### config.mk
export PLATFORM = sky130hd
export DESIGN_NAME = hex2_scan_display
export DESIGN_NICKNAME = d
export VERILOG_FILES = /design/src/rtl/hex2_disp_pkg.sv /design/src/rtl/scan_prescaler.sv /design/src/rtl/digit_toggle.sv /design/src/rtl/hex_glyph.sv /design/src/rtl/hex2_scan_display.sv
export SDC_FILE = /design/constraint.sdc
export NUM_CORES = 1
export LEC_CHECK = 0
export BUFFER_PORTS_ARGS = -buffer_cell sky130_fd_sc_hd__buf_2
export CORE_MARGIN = 2
export CORE_UTILIZATION = 40
export DETAILED_ROUTE_END_ITERATION = 8
export GPL_TIMING_DRIVEN = 0
export PLACE_DENSITY_LB_ADDON = 0.25
export SLEW_MARGIN = 20
export SYNTH_ARGS = -nofsm -noshare
export SYNTH_HDL_FRONTEND = slang
export SYNTH_SLANG_ARGS = --single-unit
export TNS_END_PERCENT = 1
### constraint.sdc
create_clock -name clk -period 2.75 [get_ports clk]
set_input_delay 0.1375 -clock clk [delete_from_list [all_inputs] [get_ports clk]]
set_output_delay 0.1375 -clock clk [all_outputs]
set_load 0.02 [all_outputs]
### src/rtl/hex2_disp_pkg.sv
package hex2_disp_pkg;
  localparam int NIB_W = 4;
  localparam int SEG_W = 7;
  typedef logic [SEG_W-1:0] glyph_t;
  typedef logic [NIB_W-1:0] nibble_t;
endpackage

### src/rtl/scan_prescaler.sv
module scan_prescaler #(
  parameter int TERM_COUNT = 99999
) (
  input  logic clk,
  input  logic rst,
  output logic strobe
);
  localparam int CNT_W = (TERM_COUNT < 1) ? 1 : $clog2(TERM_COUNT + 1);
  localparam logic [CNT_W-1:0] TERM = CNT_W'(TERM_COUNT);

  logic [CNT_W-1:0] count_q;

  always_ff @(posedge clk) begin
    if (rst) begin
      count_q <= '0;
    end else if (count_q == TERM) begin
      count_q <= '0;
    end else begin
      count_q <= count_q + 1'b1;
    end
  end

  assign strobe = (count_q == TERM);

  // count stays within its period
  a_r8_count_in_range: assert property (@(posedge clk) disable iff (rst)
    count_q <= TERM);
  // strobe is followed by a wrap to zero
  a_r3_wrap_after_strobe: assert property (@(posedge clk) disable iff (rst)
    strobe |=> (count_q == '0));
  // no strobe means the count advanced by one
  a_r3_step_without_strobe: assert property (@(posedge clk) disable iff (rst)
    !strobe |=> (count_q == $past(count_q) + 1'b1));
endmodule

### src/rtl/digit_toggle.sv
module digit_toggle (
  input  logic clk,
  input  logic rst,
  input  logic strobe,
  output logic sel
);
  always_ff @(posedge clk) begin
    if (rst) begin
      sel <= 1'b0;
    end else if (strobe) begin
      sel <= ~sel;
    end
  end

  // select inverts on each strobe
  a_r2_invert_on_strobe: assert property (@(posedge clk) disable iff (rst)
    strobe |=> (sel != $past(sel)));
  // select holds between strobes
  a_r2_hold_between: assert property (@(posedge clk) disable iff (rst)
    !strobe |=> $stable(sel));
endmodule

### src/rtl/hex_glyph.sv
module hex_glyph
  import hex2_disp_pkg::*;
(
  input  nibble_t value,
  output glyph_t  glyph
);
  always_comb begin
    unique case (value)
      4'h0: glyph = 7'h3F;
      4'h1: glyph = 7'h06;
      4'h2: glyph = 7'h5B;
      4'h3: glyph = 7'h4F;
      4'h4: glyph = 7'h66;
      4'h5: glyph = 7'h6D;
      4'h6: glyph = 7'h7D;
      4'h7: glyph = 7'h07;
      4'h8: glyph = 7'h7F;
      4'h9: glyph = 7'h6F;
      4'hA: glyph = 7'h77;
      4'hB: glyph = 7'h7C;
      4'hC: glyph = 7'h39;
      4'hD: glyph = 7'h5E;
      4'hE: glyph = 7'h79;
      default: glyph = 7'h71;
    endcase
  end
endmodule

### src/rtl/hex2_scan_display.sv
module hex2_scan_display
  import hex2_disp_pkg::*;
#(
  parameter int TERM_COUNT = 99999
) (
  input  logic                 clk,
  input  logic                 rst,
  input  logic [2*NIB_W-1:0]   hex_pair,
  output logic [SEG_W-1:0]     seg,
  output logic                 digit_sel
);
  logic    strobe;
  nibble_t shown;

  scan_prescaler #(.TERM_COUNT(TERM_COUNT)) u_presc (
    .clk    (clk),
    .rst    (rst),
    .strobe (strobe)
  );

  digit_toggle u_toggle (
    .clk    (clk),
    .rst    (rst),
    .strobe (strobe),
    .sel    (digit_sel)
  );

  // Select high picks the left (upper) nibble, low picks the right one.
  assign shown = digit_sel ? hex_pair[2*NIB_W-1:NIB_W] : hex_pair[NIB_W-1:0];

  hex_glyph u_glyph (
    .value (shown),
    .glyph (seg)
  );

  // reset leaves the right digit selected
  a_r1_reset_selects_right: assert property (@(posedge clk)
    rst |=> !digit_sel);
  // with select and input steady, segments are steady
  a_r6_segments_steady: assert property (@(posedge clk) disable iff (rst)
    ($stable(digit_sel) && $stable(hex_pair)) |-> $stable(seg));
  // every hex glyph lights at least two segments
  a_r5_glyph_nonblank: assert property (@(posedge clk) disable iff (rst)
    $countones(seg) >= 2);
endmodule

==> reports/results.txt, run 1 <==
post-route non-filler standard cell count - 175
initial cell density of the core - 40.89%
vias in the first global route - 912
die width - 56.41 um
die area - 3182 um^2
Post-CTS Setup Repair Bufs - 0
Setup crit end kind - output pin
wire per inst - 11.25 um
# IOs - 18
final setup violation count - 0
library cells used by synthesis - 34
fraction of layout cells with a size suffix above 1 - 22.92%
initial antenna violation count - 0
Max Root-Sink Buffers - 2
FF+latch count, synth - 18
post-DP HPWL - 1529 um
Rel. slew slack - 64.24%
Total GRT Usage - 13.70%
TritonCTS Buffers - 3
remaining antenna violation count - 0
first-pass detailed-route iteration total - 5
Clock transition at path regs - 100 ps
# resized after CTS - 0
Yosys warning total - 0
post-synthesis cell area - 1099 um^2
status - complete, no violations
type of origin of the critical path - flop
via count - 921
DRC errors left - 0
gr ovfl total - 0
first-pass GRT wire length - 3546 um
Synth Net Count - 141
vias per inst - 5.263
RSZ-0062 raised after global routing - no
PwrDens - 399.4 nW/um^2
Synth Area per Inst - 8.931 um^2
hold_buf cts - 0
Layout area overhead - 14.58%
Achievable Freq - 0.3946 GHz
H-tree levels - 1
CTS tree - yes
final period utilization - 92.15%
CP Max Fanout - 7
Worst-Skew Late Latency - 290 ps
multi-input logic area - 691.9 um^2
placed cell count - 171
CP Class - reg -> out
Root Driver - clkbuf_4
largest net degree at the start of global routing - 11
total power - 0.5027 mW
worst min-delay path category - in -> reg
clock sinks - 18
Layout Nets - 163
Setup Skew - 2.019 ps
total wire length - 1969 um
Die Ht - 56.41 um
Gate Count Post-Synth - 123
Fin Setup TNS - 0 ps
Fin. Hold Viols - 0
Static Leak - 0.5071 nW
Site Rows - 19
max cap viols - 0
worst vdd ir - 0.2613 mV
IO Port Bufs - 17
crit path DAT - 2400 ps
worst endpoint required time - 2610 ps
fin. max-slew vios - 0
Worst Tran Pin Value - 521.5 ps
DR iter-0 viols - 25
fillers - 263
Antenna Cells - 0
post-synthesis sequential area ratio - 32.80%
RePlAce Congestion - 0.8461
crit path time final - 2534 ps
Core ar. - 2686 um^2
FF/Latch Area - 360.3 um^2
==> final timing paths <==
check	start	end	slack, ps	cells past startpoint
min reg2reg	u_presc.count_q[0]	u_presc.count_q[0]	470	1
max reg2reg	u_presc.count_q[0]	u_presc.count_q[8]	910	8
max	u_toggle.sel	seg[3]	220	7
min	rst	u_presc.count_q[2]	30	2
==> cells in the mapped netlist <==
master | n | area (um^2)
a211oi_1 | 1 | 7.510
a21oi_1 | 4 | 20.02
a21oi_2 | 1 | 8.760
a22o_1 | 1 | 8.760
a22oi_1 | 1 | 7.510
a31oi_1 | 1 | 6.260
and2_1 | 1 | 6.260
and4_1 | 4 | 35.03
buf_2 | 3 | 15.01
buf_4 | 1 | 7.510
clkbuf_2 | 1 | 5.000
dfxtp_1 | 18 | 360.4
ha_1 | 8 | 100.1
inv_1 | 5 | 18.77
mux2_2 | 2 | 22.52
mux2i_1 | 5 | 50.05
mux2i_2 | 1 | 13.76
mux4_2 | 1 | 22.52
nand2_1 | 4 | 15.01
nand2_2 | 1 | 6.260
nand2b_1 | 1 | 6.260
nand3_1 | 7 | 35.03
nand4_1 | 6 | 37.54
nor2_1 | 19 | 71.32
nor3_1 | 1 | 5.000
nor4b_1 | 1 | 8.760
nor4bb_1 | 2 | 20.02
o21ai_0 | 3 | 15.01
o22a_1 | 2 | 17.52
o31ai_1 | 1 | 7.510
or3_1 | 2 | 12.51
or4_4 | 1 | 11.26
xnor2_1 | 2 | 17.52
xor2_1 | 11 | 96.34
==> registers in the layout, indices dropped and copies added, names as in the netlist <==
register,cells
u_presc.count_q,17
u_toggle.sel,1
==> where the power goes <==
group	internal, mW	switching, mW	leakage (nW)	total [mW]
combinational	0.0308	0.0430	0.341	0.0738
clock	0.0807	0.0805	0.0210	0.161
sequential	0.264	0.00336	0.146	0.268
==> critical path, stage by stage (launching register included) <==
cell	delay, ps
dfxtp_1	330
buf_2	230
mux2i_1	440
inv_1	150
ha_1	280
mux4_2	470
inv_1	60
buf_2	150
==> cells by family after synthesis <==
family                     after synthesis  synth area share [%]
and+or+nand+nor                         50                 24.60
DFF                                     18                 32.80
AOI/OAI and AO/OA                       15                 8.999
xor gates and xnor gates                13                 10.36
buffers and inverters                   10                 4.214
muxes                                    9                 9.908
adders and majority gates                8                 9.112
==> metrics by stage <==
step / hold WS (ps) / setup WS (ps) / instance area (um^2) / util [%]
floorplan: 209.9 / 583.2 / 1099 / -
global placement: 340.9 / 578.8 / 1222 / 45.51
detailed placement: 352.4 / 519.4 / 1222 / 45.51
CTS: 33.83 / 183.9 / 1259 / 46.86
global route: 38.38 / 5.233 / 1259 / 46.86
finish: 33.13 / 216.0 / 1259 / 46.86
==> layout by cell type, fill, tap and decap left out <==
cell type	count
clkbuf_2	1
mux4_2	1
a211oi_1	1
mux2i_2	1
or3_1	2
or4_4	1
inv_1	5
xor2_1	11
xnor2_1	2
a21oi_1	4
ha_1	8
buf_2	20
a22o_1	1
nor2_1	19
nor3_1	1
mux2_2	2
nor4bb_1	2
nand4_1	6
and2_1	1
nand2_1	4
nor4b_1	1
nand2b_1	1
a31oi_1	1
and4_1	4
nand3_1	7
a21oi_2	1
clkbuf_8	1
o22a_1	2
a22oi_1	1
dfxtp_1	18
nand2_2	1
o21ai_0	3
buf_4	1
o31ai_1	1
mux2i_1	5
clkbuf_4	3
==> routing by layer <==
layer / track usage [%] / vias to the layer above / part of all wire (%)
met4: 6.463 / 0 / 0.81
met1: 16.12 / 430 / 47
li1: - / 475 / -
met3: 2.765 / 2 / 3.3
met2: 23.70 / 14 / 48
met5: 0 / - / 0
==> cell type report <==
type / instances / share of cell area, %
buffer: 5 / 2.187
tap: 31 / 3.082
clock buffer: 4 / 2.883
inverter: 5 / 1.491
sequential: 18 / 28.63
timing repair buffer: 17 / 6.759
multi-input combinational: 95 / 54.97
(Power assumes the default switching activity.)
==> run 2: changes to the inputs <==
- GPL_TIMING_DRIVEN: 0 -> default
- REMOVE_ABC_BUFFERS: default -> 1
==> run 2 against run 1 <==
Sequential power about the same; non-clock buffer count decreased by 5; first-iteration DRC count increased by 32%; critical path depth decreased by 1; sequential share of layout area increased by 0.79 points; maximum frequency decreased by 0.54%; core utilization decreased by 1.3 points; setup slack got worse by 14 ps; critical path type unchanged.
==> reports/results.txt, run 2 (synthesized netlist as in run 1, its figures left out) <==
status - complete, no violations
DRC errors left - 0 (unchanged)
# IOs - 18 (unchanged)
Combinational Power Share - 16.1% (+1.4 points)
initial antenna violation count - 0 (unchanged)
Worst Tran Pin Value - 564.3 ps (+42.82 ps)
Rel. slew slack - 61.30% (-2.9 points)
switching power - 0.1264 mW (-0.37%)
sw frac - 26.75% (+1.5 points)
Worst Hold Path Cells - 2 (unchanged)
die width - 56.41 um (unchanged)
Setup Skew - 6.297 ps (+4.279 ps)
Clock transition at path regs - 100 ps (about the same)
Crit-path slowest cell - dfxtp_1
power share of the sequential group - 56.6% (+3.4 points)
Antenna Cells - 0 (unchanged)
Site Rows - 19 (unchanged)
worst endpoint required time - 2610 ps (about the same)
final core occ - 45.60% (-1.3 points)
# resized after CTS - 0 (unchanged)
IO Port Bufs - 17 (unchanged)
Setup crit start - u_toggle.sel
wire per inst - 12.47 um (+11%)
clock sinks - 18 (unchanged)
post-DP HPWL - 1623 um (+6.1%)
DR iter-0 viols - 33 (+32%)
worst vdd ir - 0.3904 mV (+49%)
Fin Setup TNS - 0 ps (unchanged)
Top Registers - u_presc.count_q (17), u_toggle.sel (1)
CP Class - reg -> out
post-route non-filler standard cell count - 169 (-3.4%)
Achievable Freq - 0.3925 GHz (-0.54%)
gr ovfl total - 0 (unchanged)
register with the most flip-flops - u_presc.count_q
total wire length - 2107 um (+7.0%)
commonest non-fill, non-tap cell in the layout - nor2_1
first-pass GRT wire length - 3519 um (-0.76%)
Clock power frac - 27.3% (-4.8 points)
RSZ-0062 raised after global routing - no
flop-to-flop setup slack - 920 ps (about the same)
hold_buf cts - 0 (unchanged)
remaining antenna violation count - 0 (unchanged)
Most Frequent Cell on Critical Path - inv_1
Post-CTS Setup Repair Bufs - 0 (unchanged)
Setup crit end - seg[3]
Total GRT Usage - 13.76% (+0.061 points)
Fin. Hold Viols - 0 (unchanged)
CTS tree - yes
crit path DAT - 2410 ps (about the same)
max cap viols - 0 (unchanged)
Layout area overhead - 11.50%
CP max stage delay - 610 ps (+140 ps)
total power - 0.4724 mW (-6.0%)
CP Max Fanout - 8 (+1)
max FFs per register - 17 (unchanged)
Worst-Skew Late Latency - 290 ps (about the same)
H-tree levels - 1 (unchanged)
worst min-delay path category - in -> reg
FF-to-FF path depth - 5 (-3)
fraction of layout cells with a size suffix above 1 - 21.01% (-1.9 points)
Static Leak - 0.4799 nW (-5.4%)
fin. max-slew vios - 0 (unchanged)
placed cell count - 166 (-2.9%)
vias per inst - 5.373 (+2.1%)
Core ar. - 2686 um^2 (unchanged)
vias in the first global route - 821 (-10%)
final period utilization - 92.65% (+0.50 points)
worst reg2reg endpoint - u_presc.count_q[4]
TritonCTS Buffers - 3 (unchanged)
Setup crit end kind - output pin
Die Ht - 56.41 um (unchanged)
first-pass detailed-route iteration total - 5 (unchanged)
die area - 3182 um^2 (unchanged)
RePlAce Congestion - 0.7713 (-8.8%)
crit path time final - 2548 ps (+13.83 ps)
type of origin of the critical path - flop
PwrDens - 385.7 nW/um^2 (-3.4%)
Max Root-Sink Buffers - 2 (unchanged)
CP cell instances - mux2i_2, inv_1, ha_1, mux4_2, inv_1, buf_2
initial cell density of the core - 40.89% (unchanged)
FF-to-FF Start - u_presc.count_q[0]
via count - 908 (-1.4%)
Layout Nets - 158 (-3.1%)
final setup violation count - 0 (unchanged)
cell-internal power - 0.3460 mW (-7.9%)
Root Driver - clkbuf_4
most frequent cells in the layout - nor2_1, dfxtp_1, buf_2, xor2_1, ha_1
largest net degree at the start of global routing - 17 (+6)
-- run 2: cell count changes in the layout (fill, tap and decap cells not counted), sizes merged --
cell / delta
buf: -4
clkbuf: -2
-- run 2: through the flow --
stage / hold slack [ps] / instance area (um^2) / setup slack (ps)
global route: 47.04 / 1225 / 66.84
CTS: 39.48 / 1217 / 112.3
detailed placement: 352.5 / 1195 / 450.3
global placement: 351.7 / 1195 / 601.7
floorplan: 209.9 / 1071 / 593.4
finish: 40.16 / 1225 / 202.2
-- run 2: layout make-up --
type                            instances  area (um^2)
Multi-Input combinational cell         95        699.4
Clock buffer                            3        22.52
Sequential cell                        18        360.3
Fill cell                             279         1461
Timing Repair Buffer                   17        85.08
Tap cell                               31        38.79
Inverter                                5        18.77
-- run 2: how the worst min path moves through the flow --
stage,startpoint,endpoint,slack (ps)
after floorplan,rst,u_presc.count_q[2],210
after global placement,rst,u_toggle.sel,350
after detailed placement,rst,u_presc.count_q[2],350
after CTS,rst,u_presc.count_q[2],40
after global routing,rst,u_presc.count_q[2],50
final,rst,u_toggle.sel,40
-- run 2: critical path, delay by kind of cell, from the launching register on --
family | cells | cell delay, ps
adders and majority gates | 1 | 280
DFF | 1 | 610
muxes | 2 | 880
buffers and inverters | 3 | 350
-- run 2: power groups by stage --
stage / combinational [mW] / sequential (mW) / clock [mW]
after floorplan: 0.0505 / 0.273 / 0
after global placement: 0.0727 / 0.273 / 0
after detailed placement: 0.0752 / 0.273 / 0
after CTS: 0.0753 / 0.268 / 0.133
after global routing: 0.0847 / 0.268 / 0.146
final: 0.0760 / 0.267 / 0.129
-- run 2: routing by layer --
layer / wire (um) / track usage [%] / share of wire (%)
met5: 0 / 0 / 0
met4: 27 / 4.422 / 1.3
met3: 85 / 1.382 / 4.0
met2: 999 / 24.71 / 47
met1: 994 / 17.17 / 47
==> run 3: changes to the inputs <==
--- a/constraint.sdc
+++ b/constraint.sdc
@@ -3,2 +3,2 @@
 set_output_delay 0.1375 -clock clk [all_outputs]
-set_load 0.02 [all_outputs]
+set_load 0.005 [all_outputs]
==> run 3 against run 2 <==
Cell count unchanged; sequential cell count unchanged; worst hold slack got worse by 12 ps; clock skew decreased by 1.9 ps; global-route usage decreased by 0.19 points; critical path depth unchanged; power decreased by 2.7%; non-clock buffer count unchanged; maximum frequency decreased by 0.42%; largest power group unchanged.
==> reports/results.txt, run 3 (synthesized netlist as in run 1, its figures left out) <==
post-DP HPWL - 1573 um (-3.1%)
most frequent cells in the layout - nor2_1, dfxtp_1, buf_2, xor2_1, ha_1
crit path time final - 2559 ps (+10.81 ps)
DRC errors left - 0 (unchanged)
worst min-delay path category - in -> reg
Fin Setup TNS - 0 ps (unchanged)
fraction of layout cells with a size suffix above 1 - 19.57% (-1.4 points)
Post-CTS Setup Repair Bufs - 0 (unchanged)
Setup Skew - 4.430 ps (-1.867 ps)
remaining antenna violation count - 0 (unchanged)
total wire length - 2041 um (-3.1%)
final instance area - 1217 um^2 (-0.61%)
hold path start - rst
Core ar. - 2686 um^2 (unchanged)
DR iter-0 viols - 31 (-6.1%)
Worst Hold Path Cells - 2 (unchanged)
initial antenna violation count - 0 (unchanged)
status - complete, no violations
RSZ-0062 raised after global routing - no
Die Ht - 56.41 um (unchanged)
Max Root-Sink Buffers - 2 (unchanged)
CP Class - reg -> out
max cap viols - 0 (unchanged)
Antenna Cells - 0 (unchanged)
first-pass GRT wire length - 3429 um (-2.6%)
die width - 56.41 um (unchanged)
hold_ws - 28.14 ps (-12.02 ps)
# resized after CTS - 0 (unchanged)
worst vdd ir - 0.2182 mV (-44%)
Layout area overhead - 10.82%
CP Max Fanout - 8 (unchanged)
FF-to-FF path depth - 5 (unchanged)
vias in the first global route - 850 (+3.5%)
Placed Area - 1195 um^2 (unchanged)
vias per inst - 5.361 (-0.22%)
largest net degree at the start of global routing - 17 (unchanged)
Worst Tran Pin Value - 627.4 ps (+63.07 ps)
PwrDens - 377.5 nW/um^2 (-2.1%)
# IOs - 18 (unchanged)
first-pass detailed-route iteration total - 4 (-1)
flop-to-flop setup slack - 850 ps (-70 ps)
final setup violation count - 0 (unchanged)
Total GRT Usage - 13.58% (-0.19 points)
Static Leak - 0.4751 nW (-0.99%)
via count - 906 (-0.22%)
die area - 3182 um^2 (unchanged)
worst reg2reg endpoint - u_presc.count_q[3]
Achievable Freq - 0.3908 GHz (-0.42%)
Top Registers - u_presc.count_q (17), u_toggle.sel (1)
wire per inst - 12.08 um (-3.1%)
max FFs per register - 17 (unchanged)
Root Driver - clkbuf_4
IO Port Bufs - 17 (unchanged)
register with the most flip-flops - u_presc.count_q
initial cell density of the core - 40.89% (unchanged)
Layout Nets - 158 (unchanged)
Setup crit end kind - output pin
hold_buf cts - 0 (unchanged)
RePlAce Congestion - 0.7740 (+0.35%)
type of origin of the critical path - flop
clock sinks - 18 (unchanged)
TritonCTS Buffers - 3 (unchanged)
Rel. slew slack - 58.17% (-3.1 points)
worst endpoint required time - 2610 ps (about the same)
Hold EP - u_presc.count_q[2]
commonest non-fill, non-tap cell in the layout - nor2_1
CTS tree - yes
gr ovfl total - 0 (unchanged)
Site Rows - 19 (unchanged)
crit path DAT - 2420 ps (about the same)
Clock transition at path regs - 90 ps (about the same)
Fin. Hold Viols - 0 (unchanged)
Worst-Skew Late Latency - 300 ps (about the same)
final period utilization - 93.04% (+0.39 points)
FF-to-FF Start - u_presc.count_q[0]
fin. max-slew vios - 0 (unchanged)
H-tree levels - 1 (unchanged)
==> run 3: final cells by class <==
type / count / area, um^2
clock buffers: 3 / 22.52
fillers: 269 / 1469
inverters: 5 / 18.77
multi-input cells: 95 / 691.9
flip-flops and latches: 18 / 360.3
well taps: 31 / 38.79
repair buffers: 17 / 85.08
==> run 3: critical path: stages (launching register included) <==
cell and delay (ps):
dfxtp_1 570, mux2i_1 470, inv_1 170, ha_1 280, mux4_2 480, inv_1 60
buf_2 100
==> run 3: power by group <==
part	total, mW	leakage (nW)	internal [mW]	switching (mW)
combinational	0.0635	0.316	0.0296	0.0339
sequential	0.268	0.146	0.264	0.00345
clock	0.128	0.0138	0.0511	0.0773
==> run 3: metal layers <==
metal / up-vias / track usage, % / share of wire [%]
li1: 473 / - / -
met1: 410 / 16.05 / 46
met2: 18 / 22.52 / 48
met3: 5 / 2.074 / 4.1
met4: 0 / 9.184 / 2.4
met5: - / 0 / 0
==> run 3: per-stage QoR <==
step | worst slack (ps) | utilization (%) | total power [mW] | std cells
4_1_cts | 166.5 | 45.32 | 0.4659 | 169
3_5_place_dp | 524.9 | 44.48 | 0.3368 | 166
3_3_place_gp | 656.0 | 44.48 | 0.3353 | 166
2_1_floorplan | 787.6 | - | 0.3129 | 118
5_1_grt | 11.41 | 45.32 | 0.4831 | 169
6_report | 191.4 | 45.32 | 0.4596 | 169
==> run 3: worst max-delay path by stage <==
stage,from,end,slack (ps),depth (start not counted)
final,u_toggle.sel,seg[3],190,6
after global routing,u_toggle.sel,seg[3],10,6
after CTS,u_toggle.sel,seg[3],170,6
after detailed placement,u_toggle.sel,seg[3],520,6
after global placement,u_toggle.sel,seg[3],660,6
after floorplan,u_toggle.sel,seg[3],790,5
